`src/rtl/irq5_pkg.sv`:
```
package irq5_pkg;
  localparam int NSRC     = 5;
  localparam int NEXT     = 2;
  localparam int IDXW     = $clog2(NSRC);
  localparam int MASTER   = 7;
  localparam int SRC_SER  = 4;

  localparam logic [1:0] ADDR_EN  = 2'd0;
  localparam logic [1:0] ADDR_PRI = 2'd1;
  localparam logic [1:0] ADDR_CTL = 2'd2;
  localparam logic [1:0] ADDR_FLG = 2'd3;

  typedef struct packed {
    logic            vld;
    logic            hi;
    logic [IDXW-1:0] idx;
  } pick_t;

  function automatic int ext_src(input int g);
    return 2 * g;
  endfunction

  function automatic int tmr_src(input int g);
    return 2 * g + 1;
  endfunction
endpackage

```
`src/rtl/irq5_rst_sync.sv`:
```
module irq5_rst_sync (
  input  logic clk,
  input  logic rst_n_in,
  output logic rst_n_out
);
  logic [1:0] sr_q;
  logic [1:0] sr_d;

  always_comb sr_d = {sr_q[0], 1'b1};

  always_ff @(posedge clk or negedge rst_n_in) begin
    if (!rst_n_in) sr_q <= '0;
    else           sr_q <= sr_d;
  end

  assign rst_n_out = sr_q[1];
endmodule

```
`src/rtl/irq5_ext_trig.sv`:
```
module irq5_ext_trig (
  input  logic clk,
  input  logic rst_n,
  input  logic pin,
  input  logic edge_mode,
  input  logic clr,
  output logic flag
);
  logic [2:0] smp_q, smp_d;
  logic       lat_q, lat_d;
  logic       fall;

  assign fall = smp_q[2] & ~smp_q[1];

  always_comb begin
    smp_d = {smp_q[1:0], pin};
    lat_d = lat_q;
    if (!edge_mode)  lat_d = 1'b0;
    else if (fall)   lat_d = 1'b1;
    else if (clr)    lat_d = 1'b0;
  end

  always_ff @(posedge clk or negedge rst_n) begin
    if (!rst_n) begin
      smp_q <= '1;
      lat_q <= 1'b0;
    end else begin
      smp_q <= smp_d;
      lat_q <= lat_d;
    end
  end

  assign flag = edge_mode ? lat_q : ~smp_q[1];
endmodule

```
`src/rtl/irq5_select.sv`:
```
module irq5_select
  import irq5_pkg::*;
(
  input  logic [NSRC-1:0] pend,
  input  logic [NSRC-1:0] pri,
  input  logic            act_hi,
  input  logic            act_lo,
  output pick_t           pick
);
  logic [NSRC-1:0] hi_pend, lo_pend, use_pend;

  always_comb begin
    hi_pend  = pend & pri;
    lo_pend  = pend & ~pri;
    use_pend = (|hi_pend) ? hi_pend : lo_pend;
    pick.idx = '0;
    for (int i = NSRC - 1; i >= 0; i--) begin
      if (use_pend[i]) pick.idx = IDXW'(i);
    end
    pick.hi  = |hi_pend;
    if (|hi_pend)      pick.vld = ~act_hi;
    else if (|lo_pend) pick.vld = ~act_hi & ~act_lo;
    else               pick.vld = 1'b0;
  end
endmodule

```
`src/rtl/irq_ctrl5.sv`:
```
module irq_ctrl5
  import irq5_pkg::*;
#(
  parameter int DATA_W   = 8,
  parameter int VEC_W    = 16,
  parameter int VEC_BASE = 3,
  parameter int VEC_STEP = 8
) (
  input  logic              clk,
  input  logic              rst_n,
  input  logic [NEXT-1:0]   ext_pin,
  input  logic [NEXT-1:0]   tmr_ovf,
  input  logic              ser_ti,
  input  logic              ser_ri,
  input  logic              sfr_wr,
  input  logic [1:0]        sfr_addr,
  input  logic [DATA_W-1:0] sfr_wdata,
  output logic [DATA_W-1:0] sfr_rdata,
  output logic              irq_req,
  output logic [VEC_W-1:0]  irq_vec,
  input  logic              irq_ack,
  input  logic              irq_ret
);
  localparam logic [DATA_W-1:0] EN_MASK  = DATA_W'((1 << NSRC) - 1) | DATA_W'(1 << MASTER);
  localparam logic [VEC_W-1:0]  VB       = VEC_W'(VEC_BASE);
  localparam logic [VEC_W-1:0]  VS       = VEC_W'(VEC_STEP);

  logic                rst_ni;
  logic [DATA_W-1:0]   en_q, en_d;
  logic [NSRC-1:0]     pri_q, pri_d;
  logic [NEXT-1:0]     mode_q, mode_d;
  logic [NEXT-1:0]     tmr_q, tmr_d;
  logic                act_hi_q, act_hi_d;
  logic                act_lo_q, act_lo_d;
  logic                en_we, pri_we, ctl_we;
  logic [NSRC-1:0]     flag_vec;
  logic [NSRC-1:0]     pend;
  logic                ack_fire;
  pick_t               pick;

  irq5_rst_sync u_rst (.clk(clk), .rst_n_in(rst_n), .rst_n_out(rst_ni));

  assign ack_fire = irq_ack & pick.vld;

  genvar g;
  generate
    for (g = 0; g < NEXT; g++) begin : g_src
      logic ext_flag;
      irq5_ext_trig u_ext (
        .clk      (clk),
        .rst_n    (rst_ni),
        .pin      (ext_pin[g]),
        .edge_mode(mode_q[g]),
        .clr      (ack_fire && (int'(pick.idx) == ext_src(g))),
        .flag     (ext_flag)
      );
      assign flag_vec[ext_src(g)] = ext_flag;
      assign flag_vec[tmr_src(g)] = tmr_q[g];
      always_comb begin
        tmr_d[g] = tmr_ovf[g] | (tmr_q[g] & ~(ack_fire && (int'(pick.idx) == tmr_src(g))));
      end
    end
  endgenerate

  assign flag_vec[SRC_SER] = ser_ti | ser_ri;

  assign pend = flag_vec & en_q[NSRC-1:0] & {NSRC{en_q[MASTER]}};

  irq5_select u_sel (
    .pend  (pend),
    .pri   (pri_q),
    .act_hi(act_hi_q),
    .act_lo(act_lo_q),
    .pick  (pick)
  );

  always_comb begin
    en_we  = sfr_wr && (sfr_addr == ADDR_EN);
    pri_we = sfr_wr && (sfr_addr == ADDR_PRI);
    ctl_we = sfr_wr && (sfr_addr == ADDR_CTL);
    en_d   = sfr_wdata & EN_MASK;
    pri_d  = sfr_wdata[NSRC-1:0];
    mode_d = sfr_wdata[NEXT-1:0];
  end

  always_comb begin
    act_hi_d = act_hi_q;
    act_lo_d = act_lo_q;
    if (irq_ret) begin
      if (act_hi_q) act_hi_d = 1'b0;
      else          act_lo_d = 1'b0;
    end
    if (ack_fire) begin
      if (pick.hi) act_hi_d = 1'b1;
      else         act_lo_d = 1'b1;
    end
  end

  always_ff @(posedge clk or negedge rst_ni) begin
    if (!rst_ni) begin
      en_q     <= '0;
      pri_q    <= '0;
      mode_q   <= '0;
      tmr_q    <= '0;
      act_hi_q <= 1'b0;
      act_lo_q <= 1'b0;
    end else begin
      if (en_we)  en_q   <= en_d;
      if (pri_we) pri_q  <= pri_d;
      if (ctl_we) mode_q <= mode_d;
      tmr_q    <= tmr_d;
      act_hi_q <= act_hi_d;
      act_lo_q <= act_lo_d;
    end
  end

  always_comb begin
    case (sfr_addr)
      ADDR_EN:  sfr_rdata = en_q;
      ADDR_PRI: sfr_rdata = DATA_W'(pri_q);
      ADDR_CTL: sfr_rdata = DATA_W'(mode_q);
      default:  sfr_rdata = DATA_W'(flag_vec);
    endcase
  end

  assign irq_req = pick.vld;
  assign irq_vec = pick.vld ? (VB + VEC_W'(pick.idx) * VS) : '0;
endmodule

```
`config.mk`:
```
export PLATFORM = sky130hd
export DESIGN_NAME = irq_ctrl5
export DESIGN_NICKNAME = d
export VERILOG_FILES = /design/src/rtl/irq5_pkg.sv /design/src/rtl/irq5_rst_sync.sv /design/src/rtl/irq5_ext_trig.sv /design/src/rtl/irq5_select.sv /design/src/rtl/irq_ctrl5.sv
export SDC_FILE = /design/constraint.sdc
export NUM_CORES = 1
export LEC_CHECK = 0
export BUFFER_PORTS_ARGS = -buffer_cell sky130_fd_sc_hd__buf_2
export CORE_MARGIN = 5
export CORE_UTILIZATION = 40
export DETAILED_ROUTE_END_ITERATION = 12
export GPL_ROUTABILITY_DRIVEN = 0
export HOLD_SLACK_MARGIN = 0.02
export SKIP_CTS_REPAIR_TIMING = 1
export SYNTH_ARGS = -nofsm -noshare
export SYNTH_HDL_FRONTEND = slang
export SYNTH_SLANG_ARGS = --single-unit
```
`constraint.sdc`:
```
create_clock -name clk -period 5.3 [get_ports clk]
set_input_delay 1.06 -clock clk [delete_from_list [all_inputs] [get_ports clk]]
set_output_delay 1.06 -clock clk [all_outputs]
set_load 0.01 [all_outputs]
```
# Word level (Yosys, flattened, before mapping)
# Cells that the tools add are included.
# word_totals
ff_bits	27
latch_bits	0
ram_bits	0
rom_bits	0
output_inout_bits	25
mem_count	0
# classes
add_sub_neg	1
multipliers	0
div_mod_pow	0
order_cmp	0
n_eq_ne	7
shifts	0
muxes	25
bitwise_logic	20
n_reduce_logical	11
# ops
operator	count
$pmux 8 s3	1
$and 5x5->5	4
$mux 1	17
$mux 3	5
$reduce_or 5->1	2
$add 2x6->7 const A	1
$logic_and 1x1->1	7
$mux 7	1
$and 1x1->1	6
$eq 3x3->1 const B	2
$ne 3x1->1 const B	2
$not 1->1	6
$mux 5	1
$not 5->5	1
$eq 3x2->1 const B	1
$logic_not 3->1	1
$or 1x1->1	3
$eq 2x1->1 const B	1
$eq 2x2->1 const B	1
$logic_not 2->1	1

# Longest topological paths before layout
# depth
ltp_word	17
ltp_mapped	8
depth_no_buf	6

# Modules after synthesis
# Synthesis repeated with hierarchy kept, for this count alone.
# hier_totals
hier_cells	131
area_unflattened_um2	1497.7
# by_module_without_submodules
module	n_inst	cells_each	area_per_inst_um2	seq_area_each_um2
irq_ctrl5	1	85	998.5	425.4
irq5_ext_trig	2	9	143.9	103.8
irq5_select	1	25	157.7	0.0
irq5_rst_sync	1	3	53.8	50.0

# Least setup slack after synthesis
# Ideal clock, no wire load.
# synth_timing
path_kind	input to output
start	in ser_ri
end	out irq_vec[5]
arrival_time_ns	2.258
path_slack_ns	1.982
cell_stages	6
cell_sequence	o211ai_4 -> or2_0 -> clkbuf_4 -> a41o_1 -> o21bai_2 -> nor3_1
# synth_via
elab_chain_cells	13
# synth_lines
element	line	rtl
start, declared	irq_ctrl5.sv:14	input logic ser_ri,
$or 1x1->1 (*)	irq_ctrl5.sv:65	assign flag_vec[SRC_SER] = ser_ti | ser_ri;
$and 5x5->5 (*) (2 in a row)	irq_ctrl5.sv:67	assign pend = flag_vec & en_q[NSRC-1:0] & {NSRC{en_q[MASTER]}};
$and 5x5->5	irq5_select.sv:13	hi_pend = pend & pri;
$reduce_or 5->1	irq5_select.sv:15, irq5_select.sv:21	
$mux 5	irq5_select.sv:15	use_pend = (|hi_pend) ? hi_pend : lo_pend;
$mux 3 (5 in a row)	irq5_select.sv:18	if (use_pend[i]) pick.idx = IDXW'(i);
$add 2x6->7	irq_ctrl5.sv:127	assign irq_vec = pick.vld ? (VB + VEC_W'(pick.idx) * VS) : '0;
$mux 7 (*)	irq_ctrl5.sv:127	
end, declared	irq_ctrl5.sv:20	output logic [VEC_W-1:0] irq_vec,
# Every way passes the cells marked *; elsewhere a longest branch is shown, timed or not.

# Final worst setup path
# layout_timing
start	in ser_ri
end	out irq_vec[3]
# layout_via
elab_chain_cells	12
# layout_lines
element	line
$or 1x1->1 (*)	irq_ctrl5.sv:65
$and 5x5->5 (*) (2 in a row)	irq_ctrl5.sv:67
$and 5x5->5	irq5_select.sv:13
$reduce_or 5->1	irq5_select.sv:15, irq5_select.sv:21
$mux 5	irq5_select.sv:15
$mux 3 (4 in a row)	irq5_select.sv:18
$add 2x6->7	irq_ctrl5.sv:127
$mux 7 (*)	irq_ctrl5.sv:127
# Marks and branches as above.

==> results.py <==
metrics = {
    "die": {
        "initial_core_util_pct": 41.6,
        "dieArea_sq_um": 5590,
        "die_x_microns": 74.8,
        "pin_count": 46,
        "die_h_microns": 74.8,
        "core_region_area_sq_um": 4030,
        "rows": 23,
    },
    "synth": {
        "async_reset_ff_share_pct": 100,
        "avgSynthCellArea_sq_um": 11.0,
        "netlist_area_sq_um": 1680,
        "yosys.area.top_type_share_pct": 31.3,
        "synth_edf_count": 0,
        "yosys_warnings": 0,
        "yosysMostFrequentCell": "dfrtp_1",
        "ys_seq_area_share_pct": 40.7,
        "synthCells": 153,
        "yosysTopAreaCell": "dfrtp_1",
        "ys_types": 52,
        "synthFlopType": "dfrtp_1",
        "ys_ff_latch": 27,
        "synthTopCellsByArea": "dfrtp_1 31%, mux2_2 10%, dfstp_2 9.4%, buf_4 6.7%, nor2b_1 2.6%",
        "synthTopCellsByCount": "21 x dfrtp_1, 15 x buf_4, 15 x mux2_2",
    },
    "pwr": {
        "power_density_nw_per_um2": 351,
        "switching_share_pct": 36.2,
        "p_switching_mw": 0.232,
        "clkPwrFrac_pct": 17.7,
        "seq_power_share_pct": 43.3,
        "internal_power_mw": 0.409,
        "leakage_nw": 0.803,
        "combinationalPowerShare_pct": 39.1,
        "ir_worst_vdd_v": 0.000188,
    },
    "global_route": {
        "grt_use_total_pct": 12.6,
        "grt_max_degree": 26,
        "grt_pass1_wl_microns": 5440,
        "antenna_found_initial": 0,
        "globalRouteOverflowTotal": 0,
        "first_global_vias": 1175,
    },
    "clock_tree": {
        "cts_buffers": 3,
        "path_clk_slew_ns": 0.09,
        "cts_max_level": 1,
        "cts.path.max_buffers": 2,
        "tritoncts": "yes",
        "clock_latency_ns": 0.26,
        "cts_root_buffer": "clkbuf_8",
        "clock_sinks": 27,
    },
    "setup_path": {
        "reg2reg_depth": 6,
        "critical_path_arrival_ns": 2.64,
        "crit_path_max_fanout": 7,
        "crit_chain": "buf_2, o211ai_4, or2_0, a41oi_2, nor2_1, o21ai_1, nor2_1, buf_2",
        "worstPathRequired_ns": 4.24,
        "slowest_delay_ns": 0.46,
        "reg2reg_from": "en_q[7]",
        "cpMaxStageDelayCell": "or2_0",
        "crit_path_end_kind": "output port",
        "r2r-end": "g_src[0].u_ext.lat_q",
        "start_kind": "primary input",
        "ff2ff_setup_slack_ns": 3.06,
        "critPathKind": "primary input to output port",
    },
    "run": {
        "cap_violations": 0,
    },
    "cells_and_area": {
        "drive_above_1_share_pct": 40.4,
        "area_growth_pct": 8.87,
        "multi_input_area_sq_um": 871,
        "finalInstanceArea_sq_um": 1830,
        "fin_nets": 200,
        "ff_latch_area_sq_um": 683,
        "n_antenna_cell": 0,
        "fill_cells": 379,
    },
    "placed_design": {
        "dpl.hpwl_microns": 2770,
        "placed_area_sq_um": 1780,
        "pre_cts_slack_ns": 1.61,
        "io_buffers": 30,
    },
    "route": {
        "drtPass1Iterations": 4,
        "totalWireLength_microns": 3420,
        "drtAntennaViolNets": 0,
        "avgRoutedWirePerCell_microns": 15.0,
        "vias": 1224,
        "drt_iter0_drc": 99,
        "via_per_inst": 5.37,
        "drc": 0,
    },
    "timing": {
        "rsz0062_at_grt": "false",
        "fmax_mhz": 270,
        "setup_ws_ns": 1.60,
        "period_minus_slack_ns": 3.70,
        "hold_viol": 0,
        "tightest_slew_ns": 0.974,
        "drv_slew": 0,
        "tns_ns": 0,
        "setup_viol": 0,
        "finClkSkew_ns": 0.00558,
        "fin_crit_sh_pct": 69.9,
        "maxSlewHeadroom_pct": 35.0,
    },
    "min_path": {
        "min_delay_path_depth": 0,
        "whs_endpoint": "u_rst.sr_q[1]",
        "min_path_type": "flip-flop to flip-flop",
        "min-delay-start": "u_rst.sr_q[0]",
    },
    "status": {
        "outcome": "finished, final reports clean",
    },
}
[flip-flops by register name (all words and copies together) (netlist names)]
signal / count
tmr_q: 2
u_rst.sr_q: 2
mode_q: 2
pri_q: 5
act_hi_q: 1
en_q: 6
act_lo_q: 1
g_src.u_ext.lat_q: 2
g_src.u_ext.smp_q: 6
[final cells by class]
class | count | share of cell area, %
Clock buffer | 4 | 2.47
Inverter | 4 | 0.822
Multi-Input combinational cell | 113 | 47.7
Sequential cell | 27 | 37.4
Tap cell | 50 | 3.42
Timing Repair Buffer | 30 | 8.22
[logic make-up after synthesis]
family	Yosys count	share of synthesized area, %
simple gates	53	19.6
compound gates	29	16.2
flops	27	40.7
buf+inv	25	10.1
mux	17	13.0
other cells	2	0.448
[power by group through the flow]
| stage | sequential, mW | clock (mW) | combinational [mW] |
|---|---|---|---|
| global route | 0.283 | 0.128 | 0.271 |
| CTS | 0.279 | 0.117 | 0.251 |
| detailed placement | 0.283 | 0 | 0.250 |
| floorplan | 0.268 | 0 | 0.211 |
| global placement | 0.281 | 0 | 0.245 |
| finish | 0.278 | 0.113 | 0.250 |
[placed cells by master (no fill, tap or decap), types with 2 or more instances in the layout]
cell and count:
a22o_1 3, a31oi_1 3, a41oi_2 2, and2_1 2, buf_2 30, clkbuf_8 3
conb_1 14, dfrtp_1 21, dfstp_2 6, inv_1 4, mux2_2 15, nand2_1 3
nand2b_1 3, nand3_1 6, nand3b_1 2, nand4_1 2, nor2_1 8, nor2b_1 7
nor3_1 6, nor4_1 2, o21ai_0 5, o31ai_1 2
[layer usage]
metal | vias up | share of wire, % | GRT usage, %
met5 | - | 0 | 0
met4 | 0 | 0.94 | 3.16
met3 | 4 | 4.7 | 1.74
met2 | 31 | 51 | 21.9
met1 | 598 | 44 | 16.6
li1 | 591 | - | -
[worst max-delay path: cells and delay by family]
| kind | cells | cell delay [ns] |
|---|---|---|
| AO/OA/AOI/OAI | 3 | 0.55 |
| buffers and inverters | 2 | 0.26 |
| AND/OR/NAND/NOR | 3 | 0.76 |
[how the worst max path moves through the flow]
stage / from / endpoint / cells after the start
global placement: ser_ri / irq_vec[4] / 8
finish: ser_ri / irq_vec[3] / 8
floorplan: ser_ri / irq_vec[5] / 6
CTS: ser_ri / irq_vec[4] / 8
global route: ser_ri / irq_vec[3] / 8
detailed placement: ser_ri / irq_vec[4] / 8
[through the flow]
| stage | power (mW) | hold WS [ns] | instances | util, % |
|---|---|---|---|---|
| after global placement | 0.526 | 0.341 | 224 | 44.2 |
| after detailed placement | 0.533 | 0.335 | 224 | 44.2 |
| after CTS | 0.647 | 0.356 | 228 | 45.3 |
| after global routing | 0.683 | 0.364 | 228 | 45.3 |
| final | 0.641 | 0.355 | 228 | 45.3 |
| after floorplan | 0.479 | 0.316 | 165 | - |
(Power assumes the default switching activity.)
